===== src/rtl/cdiv_pkg.sv =====
package cdiv_pkg;

  typedef enum logic [1:0] {
    ST_IDLE = 2'd0,
    ST_WAIT = 2'd1,
    ST_ACK  = 2'd2
  } updState_t;

  // strobes from control to datapath
  typedef struct packed {
    logic latch;    // take staged settings into the active set
    logic restart;  // phase counter restarts with the new settings
  } cdivStrobe_t;

endpackage


===== src/rtl/cdiv_gate.sv =====
// Enable captured on the falling source edge, so the gated clock
// can only switch while the source is low.
module cdiv_gate (
  input  logic clk,
  input  logic rst_n,
  input  logic en,
  output logic gclk
);
  logic enQ;

  always_ff @(negedge clk or negedge rst_n) begin
    if (!rst_n) enQ <= 1'b0;
    else        enQ <= en;
  end

  assign gclk = clk & enQ;
endmodule


===== src/rtl/cdiv_ctrl.sv =====
module cdiv_ctrl
  import cdiv_pkg::*;
#(
  parameter int ACK_CYCLES = 2
) (
  input  logic        clk,
  input  logic        rst_n,
  input  logic        updateReq,
  input  logic        lowPhase,
  output cdivStrobe_t strb,
  output logic        startBusy
);
  localparam int ACK_W = (ACK_CYCLES < 2) ? 1 : $clog2(ACK_CYCLES);

  updState_t       state, stateNext;
  logic [ACK_W-1:0] ackCnt;

  always_comb begin
    strb      = '0;
    stateNext = state;
    case (state)
      ST_IDLE: if (updateReq) stateNext = ST_WAIT;
      ST_WAIT: if (lowPhase) begin
        strb.latch   = 1'b1;
        strb.restart = 1'b1;
        stateNext    = ST_ACK;
      end
      ST_ACK:  if (ackCnt == '0) stateNext = ST_IDLE;
      default: stateNext = ST_IDLE;
    endcase
  end

  always_ff @(posedge clk or negedge rst_n) begin
    if (!rst_n) begin
      state  <= ST_IDLE;
      ackCnt <= '0;
    end else begin
      state <= stateNext;
      if (strb.latch)             ackCnt <= ACK_W'(ACK_CYCLES - 1);
      else if (ackCnt != '0)      ackCnt <= ackCnt - 1'b1;
    end
  end

  assign startBusy = (state != ST_IDLE);
endmodule


===== src/rtl/cdiv_datapath.sv =====
module cdiv_datapath
  import cdiv_pkg::*;
#(
  parameter int DIV_W = 8
) (
  input  logic             clk,
  input  logic             rst_n,
  input  cdivStrobe_t      strb,
  input  logic             cfgEnable,
  input  logic             cfgLowPower,
  input  logic [DIV_W-1:0] cfgDivider,
  input  logic             cardIdle,
  output logic             divOut,
  output logic             bypassRun,
  output logic             lowPhase,
  output logic             runEn,
  output logic             actEnable,
  output logic [DIV_W-1:0] actDivider
);
  logic             actLowPower;
  logic [DIV_W-1:0] phaseCnt;
  logic             bypassSel;
  logic             phaseEnd;

  assign bypassSel = (actDivider == '0);
  assign runEn     = actEnable & ~(actLowPower & cardIdle);
  assign phaseEnd  = (phaseCnt == actDivider - DIV_W'(1));
  assign bypassRun = bypassSel & runEn;
  assign lowPhase  = ~divOut;

  // active settings
  always_ff @(posedge clk or negedge rst_n) begin
    if (!rst_n) begin
      actEnable   <= 1'b0;
      actLowPower <= 1'b0;
      actDivider  <= '0;
    end else if (strb.latch) begin
      actEnable   <= cfgEnable;
      actLowPower <= cfgLowPower;
      actDivider  <= cfgDivider;
    end
  end

  // half-period counter and divided output
  always_ff @(posedge clk or negedge rst_n) begin
    if (!rst_n) begin
      phaseCnt <= '0;
      divOut   <= 1'b0;
    end else if (strb.restart) begin
      phaseCnt <= '0;
      divOut   <= 1'b0;
    end else if (bypassSel) begin
      phaseCnt <= '0;
      divOut   <= 1'b0;
    end else if (!runEn && !divOut) begin
      phaseCnt <= '0;                 // parked low
    end else if (phaseEnd) begin
      phaseCnt <= '0;
      divOut   <= ~divOut;
    end else begin
      phaseCnt <= phaseCnt + DIV_W'(1);
    end
  end
endmodule


===== src/rtl/card_clk_div.sv =====
module card_clk_div
  import cdiv_pkg::*;
#(
  parameter int DIV_W      = 8,
  parameter int ACK_CYCLES = 2
) (
  input  logic             clk,
  input  logic             rst_n,
  input  logic             cfgEnable,
  input  logic             cfgLowPower,
  input  logic [DIV_W-1:0] cfgDivider,
  input  logic             updateReq,
  input  logic             cardIdle,
  output logic             startBusy,
  output logic             cardClk
);
  cdivStrobe_t      strb;
  logic             divOut;
  logic             bypassRun;
  logic             lowPhase;
  logic             runEn;
  logic             actEnable;
  logic [DIV_W-1:0] actDivider;
  logic             bypassClk;

  cdiv_ctrl #(.ACK_CYCLES(ACK_CYCLES)) u_ctrl (
    .clk(clk), .rst_n(rst_n), .updateReq(updateReq), .lowPhase(lowPhase),
    .strb(strb), .startBusy(startBusy)
  );

  cdiv_datapath #(.DIV_W(DIV_W)) u_dp (
    .clk(clk), .rst_n(rst_n), .strb(strb),
    .cfgEnable(cfgEnable), .cfgLowPower(cfgLowPower), .cfgDivider(cfgDivider),
    .cardIdle(cardIdle), .divOut(divOut), .bypassRun(bypassRun),
    .lowPhase(lowPhase), .runEn(runEn), .actEnable(actEnable),
    .actDivider(actDivider)
  );

  cdiv_gate u_gate (
    .clk(clk), .rst_n(rst_n), .en(bypassRun), .gclk(bypassClk)
  );

  assign cardClk = divOut | bypassClk;
endmodule


===== config.mk =====
export PLATFORM = sky130hd
export DESIGN_NAME = card_clk_div
export DESIGN_NICKNAME = d
export VERILOG_FILES = /design/src/rtl/cdiv_pkg.sv /design/src/rtl/cdiv_gate.sv /design/src/rtl/cdiv_ctrl.sv /design/src/rtl/cdiv_datapath.sv /design/src/rtl/card_clk_div.sv
export SDC_FILE = /design/constraint.sdc
export NUM_CORES = 1
export LEC_CHECK = 0
export BUFFER_PORTS_ARGS = -buffer_cell sky130_fd_sc_hd__buf_2
export CORE_ASPECT_RATIO = 0.9
export CORE_UTILIZATION = 35
export CTS_BUF_LIST = sky130_fd_sc_hd__clkbuf_4
export CTS_CLUSTER_DIAMETER = 80
export DETAILED_ROUTE_END_ITERATION = 6
export SLEW_MARGIN = 20
export SYNTH_ARGS = -nofsm -noshare
export SYNTH_HDL_FRONTEND = slang
export SYNTH_SLANG_ARGS = --single-unit
export TNS_END_PERCENT = 5

===== constraint.sdc =====
create_clock -name clk -period 4 [get_ports clk]
set_clock_uncertainty 0.15 [all_clocks]
set_input_delay 1.2 -clock clk [delete_from_list [all_inputs] [get_ports clk]]
set_output_delay 1.2 -clock clk [all_outputs]
set_load 0.01 [all_outputs]

==> metrics.md, run 1 <==
| Metric | Value |
|---|---|
| FF+latch area | `576 um2` |
| Layout Area Growth over Synthesis | `14.5%` |
| Failing checks | `setup timing` |
| Clock latency on the worst-skew pair | `0.43 ns` |
| Post-synth cell types | `29` |
| Clk slew on worst S/H paths | `0.12 ns` |
| Final WS setup | `-0.418 ns` |
| Final hold vios | `0` |
| Critical Path RT | `2.65 ns` |
| Num ports | `16` |
| DRT iter0 DRCs | `27` |
| Synth Flop Type | `dfrtp_1` |
| Leak pwr | `0.601 nW` |
| First-pass GRT wire length | `3.96 mm` |
| Leading post-synthesis cells by cell area | `dfrtp_1, xnor2_1, mux2_2` |
| Vias in the first global route | `882` |
| Post-Syn Area per Cell | `10.9 um2` |
| Number of synthesized flops with an enable pin | `0` |
| Final Instance Count excl. Fillers | `173` |
| Max Cap Viol | `0` |
| CP Launch Type | `register` |
| Ys async rst share | `1.00` |
| N_diodes | `0` |
| Crit. End Element | `primary output` |
| Unrepaired setup endpoints after global routing | `yes` |
| Port-buffer cells | `15` |
| Ratio of total power to cell area | `650 mW/mm2` |
| Pre-CTS WS | `0.0594 ns` |
| CTS tree | `built` |
| DP Wirelength | `1.62 mm` |
| Layout cells sized above 1 | `0.290` |
| ANT nets after route | `0` |
| Worst vdd ir | `0.000326 V` |
| Critical Path Fanout Max | `1` |
| Yosys warns | `0` |
| Via count | `869` |
| Post-cts resize count | `0` |
| Final wirelength | `2.17 mm` |
| Initial antenna violation count | `0` |
| Commonest cells in the netlist | `dfrtp_1, xnor2_1, nor3_1, mux2_2, nand2_1` |
| Largest net degree at the start of global routing | `23` |
| Worst Setup Path Type | `reg -> out` |
| Die width | `63.6 um` |
| Row cnt | `19` |
| DRC | `0` |
| Final core occ | `0.435` |
| Total power | `0.000888 W` |
| Worst endpoint data arrival time | `3.07 ns` |
| Initial Util | `0.380` |
| Syn nets | `127` |
| Slew margin rel. | `0.753` |
| Synthesized flop and latch total | `23` |
| Mapped cell area | `0.00119 mm2` |
| Hold/Removal Path Class | `reg -> reg` |
| Footprint of the multi-input gates | `579 um2` |
| Top-count cell post-synth | `dfrtp_1` |
| Die area | `0.00365 mm2` |
| Slew @ Worst Pin | `0.368 ns` |
| Post-CTS Setup Inserts | `0` |
| Vias per cell | `5.02` |
| Max-slew violations | `0` |
| Sum Neg Setup Slack | `-0.418 ns` |
| Area of the core | `0.00314 mm2` |
| Die Y | `57.4 um` |
| Gpl congestion | `0.895` |
| FILL cells | `313` |
| Post-synthesis instance total | `110` |
| Register area share after synthesis | `0.482` |
| Wire per inst | `12.5 um` |
| Finish-stage setup viols | `2` |
| Gr ovfl total | `0` |
| Drt pass-1 iters | `4` |
| Dpl cells | `166` |
| # nets final | `149` |
| Top cell type's share of synthesized area | `0.461` |
| Outcome | `finished, violations left` |
| Global Route Usage Sum | `0.147` |
| Area leader, netlist | `dfrtp_1` |
[area by class of cell]
type / count / area share
timing repair buffer: 16 / 0.0623
clock inverter: 1 / 0.00366
tap: 42 / 0.0385
sequential: 23 / 0.421
clock buffer: 7 / 0.0366
inverter: 5 / 0.0137
multi-input combinational: 79 / 0.424
[cell usage in the layout (no fill, tap or decap), drive strengths merged, types with 2 or more instances in the layout]
cell type,instances
inv,5
nand3,6
nand2,7
clkbuf,6
mux2,9
nor3b,2
buf,17
nor2,6
dfrtp,22
ha,3
o21ai,2
a21oi,3
nor3,12
and3,3
xor2,2
xnor2,15
[worst max-delay path, stage by stage, from the launching register on]
cell and delay, ns:
dfrtn_1 0.42, nand2_1 0.05, nand2_1 0.05, buf_2 0.12
[final timing paths]
path | start | to | slack (ns) | depth (start not counted)
min | u_ctrl.state[1] | u_ctrl.state[0] | 0.34 | 1
max | u_gate.enQ | cardClk | -0.42 | 3
max reg2reg | u_dp.actDivider[0] | u_gate.enQ | 0.59 | 4
min in group asynchronous | rst_n | u_dp.actDivider[7] | 0.61 | 2
max in group asynchronous | rst_n | u_gate.enQ | 1.29 | 1
min reg2reg | u_ctrl.state[1] | u_ctrl.state[0] | 0.34 | 1
[what timing repair did]
item | in CTS | in global routing
pin swaps | 0 | 1
setup endpoints to repair | 2 | 2
hold buffers | 0 | 0
[report_power, final]
part	switching [W]	internal, W
registers	0.0000902	0.000304
logic	0.000158	0.000184
clock network	0.0000817	0.0000707
total	0.000330	0.000558
[cell families (layout without fill, tap and decap cells)]
family,Yosys count,after routing,share of synthesized area
fa+ha+maj,3,3,0.0314
flops,23,23,0.482
xor+xnor,17,17,0.125
buf+inv,8,29,0.0325
compound gates,9,9,0.0503
mux,10,10,0.0964
simple gates,40,40,0.182
[state kept, by name, indices dropped and copies added, names as in the netlist]
| register | count |
|---|---|
| u_dp.actEnable | 1 |
| u_dp.divOut | 1 |
| u_ctrl.state | 2 |
| u_dp.actDivider | 8 |
| u_ctrl.ackCnt | 1 |
| u_dp.phaseCnt | 8 |
| u_gate.enQ | 1 |
| u_dp.actLowPower | 1 |
[routing by layer]
layer	up-vias	track usage	routed length [um]
li1	421	-	-
met1	422	0.184	1080
met2	21	0.213	957
met3	5	0.0640	91
met4	0	0.0812	38
met5	-	0	0
[stage by stage]
stage               hold WS (ns)  instance area (um2)
floorplan                  0.292                 1190
global placement           0.310                 1320
detailed placement         0.322                 1320
CTS                        0.340                 1370
global route               0.369                 1370
finish                     0.340                 1370
(Power assumes the default switching activity.)
==> run 2, diff against run 1 <==
--- a/config.mk
+++ b/config.mk
@@ -11,6 +11,7 @@
 export CTS_BUF_LIST = sky130_fd_sc_hd__clkbuf_4
 export CTS_CLUSTER_DIAMETER = 80
 export DETAILED_ROUTE_END_ITERATION = 6
+export REMOVE_ABC_BUFFERS = 1
 export SLEW_MARGIN = 20
 export SYNTH_ARGS = -nofsm -noshare
 export SYNTH_HDL_FRONTEND = slang
==> metrics.md, run 2 (synthesis results as in run 1) <==
| Metric | Value |
|---|---|
| Finish-stage setup viols | `2` |
| Largest net degree at the start of global routing | `23` |
| Clk slew on worst S/H paths | `0.13 ns` |
| Die Y | `57.4 um` |
| Max Cap Viol | `0` |
| Total power | `0.000883 W` |
| Critical Path RT | `2.65 ns` |
| Worst Setup Path Type | `reg -> out` |
| CTS tree | `built` |
| Hold buffers post-CTS | `0` |
| Vias in the first global route | `882` |
| ANT nets after route | `0` |
| Port-buffer cells | `15` |
| Final WS setup | `-0.405 ns` |
| N_diodes | `0` |
| Max-slew violations | `0` |
| Final Cell Area | `0.00137 mm2` |
| Commonest cells after routing, fill and taps aside | `dfrtp_1, xnor2_1, buf_2, nor3_1, mux2_2` |
| Worst vdd ir | `0.000175 V` |
| Vias per cell | `4.91` |
| Outcome | `finished, violations left` |
| Commonest non-fill, non-tap cell in the layout | `dfrtp_1` |
| Area of the core | `0.00314 mm2` |
| Die area | `0.00365 mm2` |
| Worst endpoint data arrival time | `3.05 ns` |
| FILL cells | `318` |
| Die width | `63.6 um` |
| Ratio of total power to cell area | `646 mW/mm2` |
| Sum Neg Setup Slack | `-0.405 ns` |
| Layout cells sized above 1 | `0.290` |
| Global Route Usage Sum | `0.150` |
| Gpl congestion | `0.789` |
| Dpl cells | `166` |
| Drt pass-1 iters | `3` |
| Crit. End Element | `primary output` |
| Final Instance Count excl. Fillers | `173` |
| Wire per inst | `12.2 um` |
| Initial Util | `0.380` |
| Row cnt | `19` |
| DRT iter0 DRCs | `34` |
| DRC | `0` |
| # nets final | `149` |
| Failing checks | `setup timing` |
| Slew margin rel. | `0.768` |
| Clock latency on the worst-skew pair | `0.42 ns` |
| Critical Path Fanout Max | `1` |
| Num ports | `16` |
| Leak pwr | `0.601 nW` |
| Unrepaired setup endpoints after global routing | `yes` |
| DP Wirelength | `1.53 mm` |
| First-pass GRT wire length | `3.97 mm` |
| Slew @ Worst Pin | `0.348 ns` |
| Layout Area Growth over Synthesis | `14.5%` |
| Initial antenna violation count | `0` |
| Via count | `850` |
| DP Area | `0.00132 mm2` |
| CP Launch Type | `register` |
| Biggest regs | `u_dp.actDivider (8), u_dp.phaseCnt (8), u_ctrl.state (2)` |
| Final hold vios | `0` |
| Gr ovfl total | `0` |
| Final wirelength | `2.12 mm` |
| Pre-CTS WS | `0.0840 ns` |
| Hold/Removal Path Class | `reg -> reg` |
## run 2: cell counts in the layout (fill, tap and decap cells not counted)
No cell type changed its count.
## run 2: layer usage
layer | part of all wire | track usage
met1 | 0.48 | 0.180
met2 | 0.44 | 0.204
met3 | 0.042 | 0.0620
met4 | 0.039 | 0.140
met5 | 0 | 0
## run 2: area by class of cell
type | instances | area, um2 | share of cell area
Clock inverter | 1 | 5.00 | 0.00366
Sequential cell | 23 | 576 | 0.421
Timing Repair Buffer | 16 | 85.1 | 0.0623
Tap cell | 42 | 52.6 | 0.0385
Inverter | 5 | 18.8 | 0.0137
Clock buffer | 7 | 50.0 | 0.0366
Multi-Input combinational cell | 79 | 579 | 0.424
## run 2: power by group
| part | switching [W] | internal, W |
|---|---|---|
| sequential | 0.0000860 | 0.000304 |
| clock | 0.0000840 | 0.0000710 |
| combinational | 0.000155 | 0.000183 |
## run 2: final timing paths
check                                   end          startpoint  slack (ns)  cells past startpoint
hold reg to reg             u_ctrl.state[0]     u_ctrl.state[1]        0.34                      1
max in group asynchronous        u_gate.enQ               rst_n        1.30                      1
setup / recovery                    cardClk          u_gate.enQ       -0.40                      3
setup reg to reg                 u_gate.enQ  u_dp.actDivider[0]        0.60                      4
min in group asynchronous  u_dp.actLowPower               rst_n        0.61                      2
hold / removal              u_ctrl.state[0]     u_ctrl.state[1]        0.34                      1
## run 2: what timing repair did
action	4_1_cts	5_1_grt
gates resized for setup	0	0
endpoints found under the hold margin	0	0
setup endpoints to repair	2	2
pin swaps	0	0
gates cloned	0	0
setup buffers	0	0
## run 2: through the flow
| stage | hold WS, ns | util |
|---|---|---|
| floorplan | 0.292 | - |
| global placement | 0.309 | 0.419 |
| detailed placement | 0.323 | 0.419 |
| CTS | 0.341 | 0.435 |
| global route | 0.374 | 0.435 |
| finish | 0.338 | 0.435 |
## run 2: worst max-delay path, stage by stage (launching register included)
cell     delay (ns)
dfrtn_1        0.41
nand2_1        0.05
nand2_1        0.05
buf_2          0.12
==> run 3, diff against run 2 <==
--- a/config.mk
+++ b/config.mk
@@ -5,8 +5,7 @@
 export SDC_FILE = /design/constraint.sdc
 export NUM_CORES = 1
 export LEC_CHECK = 0
-export BUFFER_PORTS_ARGS = -buffer_cell sky130_fd_sc_hd__buf_2
-export CORE_ASPECT_RATIO = 0.9
+export BUFFER_PORTS_ARGS = -buffer_cell sky130_fd_sc_hd__buf_4
 export CORE_UTILIZATION = 35
 export CTS_BUF_LIST = sky130_fd_sc_hd__clkbuf_4
 export CTS_CLUSTER_DIAMETER = 80
==> metrics.md, run 3 (synthesis results as in run 1) <==
| Metric | Value |
|---|---|
| Outcome | `finished, violations left` |
| Failing checks | `DRC, setup timing` |
| Global Route Usage Sum | `0.140` |
| First-pass GRT wire length | `3.62 mm` |
| Clk slew on worst S/H paths | `0.12 ns` |
| Slew margin rel. | `0.757` |
| Gr ovfl total | `0` |
| Ratio of total power to cell area | `634 mW/mm2` |
| Biggest regs | `u_dp.actDivider (8), u_dp.phaseCnt (8), u_ctrl.state (2)` |
| Vias in the first global route | `861` |
| Row cnt | `20` |
| Worst Setup Path Type | `reg -> out` |
| Highest metal used | `met4` |
| FILL cells | `311` |
| Leak pwr | `0.614 nW` |
| Area of the core | `0.00315 mm2` |
| Drt pass-1 iters | `7` |
| Max Cap Viol | `0` |
| Finish-stage setup viols | `2` |
| Via count | `843` |
| Commonest cells after routing, fill and taps aside | `dfrtp_1, buf_4, xnor2_1, nor3_1, mux2_2` |
| Layout Area Growth over Synthesis | `18.0%` |
| Hold buffers post-CTS | `0` |
| Crit. End Element | `primary output` |
| Final hold vios | `0` |
| Initial Util | `0.379` |
| Slew @ Worst Pin | `0.362 ns` |
| N_diodes | `0` |
| Final wirelength | `2.17 mm` |
| Num ports | `16` |
| Unrepaired setup endpoints after global routing | `yes` |
| Max-slew violations | `0` |
| Dpl cells | `168` |
| Met2 Routed Length | `1.04 mm` |
| Commonest non-fill, non-tap cell in the layout | `dfrtp_1` |
| Die Y | `60.4 um` |
| Critical Path RT | `2.65 ns` |
| DRC | `1` |
| Metal-1 WL | `995 um` |
| DRT iter0 DRCs | `22` |
| Post-CTS Setup Inserts | `0` |
| DP Wirelength | `1.57 mm` |
| Layout cells sized above 1 | `0.290` |
| CTS tree | `built` |
| Worst endpoint data arrival time | `3.02 ns` |
| Final WS setup | `-0.374 ns` |
| Port-buffer cells | `15` |
| Largest net degree at the start of global routing | `23` |
| Clock latency on the worst-skew pair | `0.42 ns` |
| Wire per inst | `12.4 um` |
| Vias per cell | `4.82` |
| ANT nets after route | `0` |
| # nets final | `149` |
| Critical Path Fanout Max | `1` |
| Total power | `0.000894 W` |
| Initial antenna violation count | `0` |
| Gpl congestion | `0.744` |
| Post-cts resize count | `0` |
| Hold/Removal Path Class | `reg -> reg` |
| Met3 wire length | `106 um` |
| Die area | `0.00365 mm2` |
| CP Launch Type | `register` |
| Die width | `60.4 um` |
| Worst vdd ir | `0.000144 V` |
| Final Instance Count excl. Fillers | `175` |
==> run 3: cell types whose count changed in the layout (fill, tap and decap cells not counted) <==
cell and change:
buf_2 -15, clkbuf_4 +1, clkinv_2 -1, buf_4 +15
==> run 3: report_power, final <==
group / internal (W) / total, W / switching [W] / leakage (nW)
sequential: 0.000304 / 0.000389 / 0.0000849 / 0.295
clock: 0.0000792 / 0.000156 / 0.0000773 / 0.0457
combinational: 0.000190 / 0.000348 / 0.000159 / 0.272
==> run 3: final cells by class <==
cell class / instances / area [um2] / share of cell area
inverters: 5 / 18.8 / 0.0133
repair buffers: 16 / 120 / 0.0853
multi-input cells: 79 / 579 / 0.411
clock buffers: 8 / 60.1 / 0.0426
flip-flops and latches: 23 / 576 / 0.409
well taps: 44 / 55.1 / 0.0391
==> run 3: stage by stage <==
| step | worst slack, ns | area, um2 | setup TNS, ns | util | hold WS (ns) |
|---|---|---|---|---|---|
| after CTS | -0.384 | 1410 | -0.384 | 0.447 | 0.343 |
| after global routing | -0.442 | 1410 | -0.442 | 0.447 | 0.368 |
| final | -0.374 | 1410 | -0.374 | 0.447 | 0.341 |
| after floorplan | 0.152 | 1170 | 0 | - | 0.292 |
| after detailed placement | 0.0845 | 1360 | 0 | 0.430 | 0.329 |
| after global placement | 0.0895 | 1360 | 0 | 0.430 | 0.313 |
==> run 3: routing by layer <==
metal / up-vias / GRT usage
li1: 420 / -
met1: 403 / 0.160
met2: 18 / 0.226
met3: 2 / 0.0405
met4: 0 / 0.0997
met5: - / 0
==> run 3: worst paths after layout <==
path,from,to,slack (ns),cells past startpoint
max in group asynchronous,rst_n,u_gate.enQ,1.31,1
max,u_gate.enQ,cardClk,-0.37,3
min reg2reg,u_ctrl.state[1],u_ctrl.state[0],0.34,1
max reg2reg,u_dp.actDivider[2],u_gate.enQ,0.61,3
min in group asynchronous,rst_n,u_dp.phaseCnt[0],0.60,2
min,u_ctrl.state[1],u_ctrl.state[0],0.34,1
==> run 3: critical path, stage by stage (launching register included) <==
cell	delay (ns)
dfrtn_1	0.40
nand2_1	0.05
nand2_1	0.06
buf_4	0.11
